## src/rtl/gpio_irq_port.sv

```systemverilog
module gpio_irq_port #(
  parameter int W        = 8,
  parameter int AW       = 4,
  parameter int TRIG_BIT = 4
) (
  input  logic          clk,
  input  logic          rst_n,
  input  logic          reg_wr,
  input  logic [AW-1:0] reg_addr,
  input  logic [W-1:0]  reg_wdata,
  output logic [W-1:0]  reg_rdata,
  input  logic [W-1:0]  pin_in,
  output logic [W-1:0]  pin_out,
  output logic [W-1:0]  pin_oe,
  input  logic [W-1:0]  alt_out,
  input  logic [W-1:0]  alt_oe,
  output logic [W-1:0]  alt_in,
  output logic          irq,
  output logic          adc_trig
);
  localparam logic [AW-1:0] A_DATA  = AW'(0);
  localparam logic [AW-1:0] A_DIR   = AW'(1);
  localparam logic [AW-1:0] A_ALT   = AW'(2);
  localparam logic [AW-1:0] A_SENSE = AW'(3);
  localparam logic [AW-1:0] A_BOTH  = AW'(4);
  localparam logic [AW-1:0] A_POL   = AW'(5);
  localparam logic [AW-1:0] A_EN    = AW'(6);
  localparam logic [AW-1:0] A_RAW   = AW'(7);
  localparam logic [AW-1:0] A_GATED = AW'(8);
  localparam logic [AW-1:0] A_CLR   = AW'(9);

  logic [W-1:0] data_q, dir_q, alt_q, sense_q, both_q, pol_q, en_q, raw_q;
  logic [W-1:0] sync1_q, sync2_q, prev_q;
  logic         gate_trig_q;

  logic [W-1:0] edge_hit, lvl_hit, clr_v, raw_n, gated;
  logic         wr_clr;

  assign wr_clr   = reg_wr && (reg_addr == A_CLR);
  assign clr_v    = wr_clr ? reg_wdata : '0;
  assign edge_hit = (both_q & (sync2_q ^ prev_q))
                  | (~both_q & ((pol_q & sync2_q & ~prev_q) | (~pol_q & ~sync2_q & prev_q)));
  assign lvl_hit  = (pol_q & sync2_q) | (~pol_q & ~sync2_q);
  assign raw_n    = (sense_q & lvl_hit) | (~sense_q & ((raw_q & ~clr_v) | edge_hit));
  assign gated    = raw_q & en_q;

  assign irq      = |gated;
  assign adc_trig = gated[TRIG_BIT] & ~gate_trig_q;
  assign alt_in   = sync2_q;
  assign pin_out  = (alt_q & alt_out) | (~alt_q & data_q);
  assign pin_oe   = (alt_q & alt_oe)  | (~alt_q & dir_q);

  always_ff @(posedge clk or negedge rst_n) begin
    if (!rst_n) begin
      sync1_q     <= '0;
      sync2_q     <= '0;
      prev_q      <= '0;
      raw_q       <= '0;
      gate_trig_q <= 1'b0;
    end else begin
      sync1_q     <= pin_in;
      sync2_q     <= sync1_q;
      prev_q      <= sync2_q;
      raw_q       <= raw_n;
      gate_trig_q <= gated[TRIG_BIT];
    end
  end

  always_ff @(posedge clk or negedge rst_n) begin
    if (!rst_n) begin
      data_q  <= '0;
      dir_q   <= '0;
      alt_q   <= '0;
      sense_q <= '0;
      both_q  <= '0;
      pol_q   <= '0;
      en_q    <= '0;
    end else if (reg_wr) begin
      case (reg_addr)
        A_DATA:  data_q  <= reg_wdata;
        A_DIR:   dir_q   <= reg_wdata;
        A_ALT:   alt_q   <= reg_wdata;
        A_SENSE: sense_q <= reg_wdata;
        A_BOTH:  both_q  <= reg_wdata;
        A_POL:   pol_q   <= reg_wdata;
        A_EN:    en_q    <= reg_wdata;
        default: ;
      endcase
    end
  end

  always_comb begin
    case (reg_addr)
      A_DATA:  reg_rdata = (dir_q & data_q) | (~dir_q & sync2_q);
      A_DIR:   reg_rdata = dir_q;
      A_ALT:   reg_rdata = alt_q;
      A_SENSE: reg_rdata = sense_q;
      A_BOTH:  reg_rdata = both_q;
      A_POL:   reg_rdata = pol_q;
      A_EN:    reg_rdata = en_q;
      A_RAW:   reg_rdata = raw_q;
      A_GATED: reg_rdata = gated;
      default: reg_rdata = '0;
    endcase
  end


  reset_state_chk: assert property (@(posedge clk) disable iff (!rst_n)
    $past(!rst_n) |-> (dir_q == '0 && alt_q == '0 && en_q == '0));


  raw_set_chk: assert property (@(posedge clk) disable iff (!rst_n)
    (|(edge_hit & ~sense_q)) |=>
      ((raw_q & $past(edge_hit & ~sense_q)) == $past(edge_hit & ~sense_q)));


  clear_w1c_chk: assert property (@(posedge clk) disable iff (!rst_n)
    (wr_clr && ((reg_wdata & (sense_q | edge_hit)) == '0)) |=>
      ((raw_q & $past(reg_wdata)) == '0));


  no_enable_no_irq_chk: assert property (@(posedge clk) disable iff (!rst_n)
    (en_q == '0) |-> !irq);


  trig_pulse_chk: assert property (@(posedge clk) disable iff (!rst_n)
    adc_trig |=> !adc_trig);


  trig_enabled_chk: assert property (@(posedge clk) disable iff (!rst_n)
    adc_trig |-> (irq && en_q[TRIG_BIT]));
endmodule

```

## config.mk

```make
export PLATFORM = sky130hd
export DESIGN_NAME = gpio_irq_port
export DESIGN_NICKNAME = d
export VERILOG_FILES = /design/src/rtl/gpio_irq_port.sv
export SDC_FILE = /design/constraint.sdc
export NUM_CORES = 1
export LEC_CHECK = 0
export BUFFER_PORTS_ARGS = -buffer_cell sky130_fd_sc_hd__buf_2
export CAP_MARGIN = 5
export CORE_MARGIN = 5
export CORE_UTILIZATION = 40
export CTS_CLUSTER_DIAMETER = 60
export DETAILED_ROUTE_END_ITERATION = 8
export GPL_TIMING_DRIVEN = 0
export PLACE_DENSITY_LB_ADDON = 0.3
export SLEW_MARGIN = 10
export SYNTH_ARGS = -nofsm -noshare
export SYNTH_HDL_FRONTEND = slang
export SYNTH_SLANG_ARGS = --single-unit
```

## constraint.sdc

```tcl
create_clock -name clk -period 2 [get_ports clk]
set_clock_uncertainty 0.2 [all_clocks]
set_input_delay 0.4 -clock clk [delete_from_list [all_inputs] [get_ports clk]]
set_output_delay 0.4 -clock clk [all_outputs]
set_load 0.1 [all_outputs]
```

==> impl_results.md <==
* Status: finished with violations
* Failing checks: negative setup slack
* WL/cell at between 15 and 20 µm
* Clock root cell: clkbuf_16
* Clock sink total at around 90
* Top post-synthesis cells by area: dfrtp_1 (49%), mux2_2 (14%), mux2i_1 (4.8%), ha_1 (4.4%), o21ai_0 (2.0%)
* Fraction of registers with async set/reset at 100.0%
* Max Slew Vio Count at 0
* Worst Hold Path EP: alt_in[4]
* Crit path DAT at around 1800 ps
* Clock Tree Buf Depth at 2
* HP Class: reg -> reg
* Final Core Density at a little over half
* Crit-path max FO at 6
* Synth area leader: dfrtp_1
* Clock-pin slew on the worst setup and hold paths at roughly 60 ps
* H-tree Lvls at 3
* Vias/cell at about 5.5
* Overall power at around 7.0 mW
* Startpoint types: primary input
* Initial drt markers at roughly 130
* Antenna cells at 0
* Worst-margin pin slew at ~930 ps
* Post-detail-place hpwl at ~8100 µm
* Clk_lat worst skew at between 300 and 400 ps
* Register area share after synthesis at between 40% and 50%
* Design Area, Final at about 6100 µm²
* Synthesized instance count at 388
* Crit end category: primary output
* Mean Syn Cell Area at 11.73 µm²
* CP Class: in -> out
* Total core area at around 11000 µm²
* Peak supply drop at 729.0 µV
* Fin nets at approximately 540
* CP max-delay cell: or4_4
* CTS tree: built
* Final std cells w/o fill at around 640
* Hold Path Origin: sync1_q[4]
* Chip width at approximately 120 µm
* R2R Path Start: alt_in[4]
* Die area at 13610 µm²
* Worst setup slack after layout at -420.5 ps
* Count of final setup violators at 9
* Routed Antenna Nets at 0
* Min Hold Slack at about 140 ps
* Setup TNS Final at -2876 ps
* Relative slew margins at a little under two fifths
* Cell Pwr Density at ~1100 nW/µm²
* #FFs+latches synth at 89
* Largest net degree at the start of global routing at 47
* Dpl ws at -1202 ps
* DR vias at approximately 3500
* Placed insts at approximately 600
* WL final at approximately 12000 µm
* CP peak stage delay at about 650 ps
* Area share of the largest cell type after synthesis at between 40% and 50%
* CP Data Required Time at between 1000 and 1500 ps
* Global-route wire length before repair at about 19000 µm
* RSZ-0062 raised after global routing: true
* Crit-path leading delay family: simple AND/OR/NAND/NOR gates
* Total grt overflow at 0
* Most used DFF post-synth: dfrtp_1
* Reg2Reg Depth at 5
* Layout cells sized above 1 at between 40% and 50%
* LEAKAGE at approximately 2.7 nW
* RR Endpoint: raw_q[4]
* Period utilisation layout at 121.0%
* Fmax at a little over 400 MHz
* Hold Crit Depth at 0
* Layout area overhead at 33.44%
* RD Place Congestion at between 0.8 and 0.9
* Crit path buf inv count at 2
* Most frequent cells in the layout: dfrtp_1 (78), mux2_2 (57), buf_2 (46)
* Hold Fails Final Rpt at 0
* Initial antenna violation count at 0
* Vias in the first global route at between 3000 and 4000
* Initial core utilization at between 40 and 50%
* Die Y at 116.6 µm
* Setup slack, reg-to-reg at ~330 ps
* CTS buffer count at 9
* EDFF count, synth at 0
* GRT Total Usage at 18.46%
* Yosys cell types at 43
* Worst path cell trace: buf_8, or4_4, o22ai_2, a31oi_1, o211ai_1, buf_6
* Commonest non-fill, non-tap cell in the layout: dfrtp_1
* Syn Nets at 443
* DRC viols at 0
* Mapped cell area at around 4500 µm²
* Area after DPL at about 5200 µm²
* Number of max-cap violations at 0
* First-pass DRT Iterations at 4
* I/O pin total at 73
* Std cell rows at 39
* Number of buffers added on ports at just over 70
* Min Tclk post-route at between 2000 and 2500 ps
* Ys Warns at 0
* Filler cell count at 970
[logic make-up after synthesis]
logic type	Yosys count	share of synthesized area [%]
flops	89	48.95
mux	87	20.93
compound gates	82	12.13
simple gates	73	8.966
buf+inv	33	3.080
fa+ha+maj	16	4.400
xor+xnor	8	1.540
[state kept, by name, indices dropped and copies added, names as in the netlist]
name	cells
sense_q	8
pol_q	8
raw_q	8
en_q	8
dir_q	8
sync1_q	8
prev_q	8
gate_trig_q	1
both_q	8
alt_in	8
data_q	8
alt_q	8
[synthesized netlist by cell type, drive strengths merged, types with 2 or more instances]
cell    number
dfrtp       89
mux2        65
mux2i       22
nand2       21
inv         19
o21ai       18
ha          16
a21oi       12
buf         10
nor3        10
a211oi       9
a21boi       8
nor2         8
nor2b        8
o31a         8
xnor2        8
nand3        7
a22o         6
a31oi        6
and3         5
o22ai        5
clkbuf       4
a311oi       3
a32oi        2
and2         2
nand2b       2
nand3b       2
nand4        2
nor4         2
o211ai       2
[worst max-delay path by stage]
stage	from	to	slack (ps)	cells past startpoint
finish	reg_addr[0]	reg_rdata[2]	-420	6
global route	reg_addr[2]	reg_rdata[2]	-470	7
CTS	reg_addr[2]	reg_rdata[0]	-450	7
detailed placement	reg_addr[2]	reg_rdata[7]	-1200	6
global placement	reg_addr[2]	reg_rdata[7]	-1190	6
floorplan	reg_addr[0]	reg_rdata[2]	-980	6
[report_power, final]
part	internal, mW	switching, mW	total (mW)
sequential	2.16	0.388	2.55
combinational	0.911	1.57	2.49
clock	1.26	0.680	1.94
total	4.33	2.64	6.97
[timing repair]
| action | 4_1_cts | 5_1_grt |
|---|---|---|
| gates cloned | 0 | 2 |
| hold buffers | 9 | 0 |
| gates resized for setup | 63 | 28 |
| setup buffers | 4 | 3 |
| hold endpoints to repair | 51 | 0 |
| pin swaps | 9 | 8 |
| endpoints found under the setup margin | 26 | 13 |
[final cells by class]
type	count	area [µm²]	share of cell area [%]
Multi-Input combinational cell	266	2379	39.18
Sequential cell	89	2241	36.91
Timing Repair Buffer	90	750.7	12.37
Clock buffer	13	250.2	4.122
Tap cell	143	178.9	2.947
Buffer	12	110.1	1.814
Clock inverter	3	90.09	1.484
Inverter	19	71.32	1.175
[per-layer routing]
| metal | GRT usage [%] | up-vias | wire (µm) |
|---|---|---|---|
| met1 | 25.21 | 1720 | 5249 |
| met4 | 9.174 | 0 | 394 |
| met5 | 0 | - | 0 |
| met3 | 3.057 | 34 | 704 |
| li1 | - | 1628 | - |
| met2 | 28.53 | 126 | 5613 |
Power figures use the tool's default switching activity.
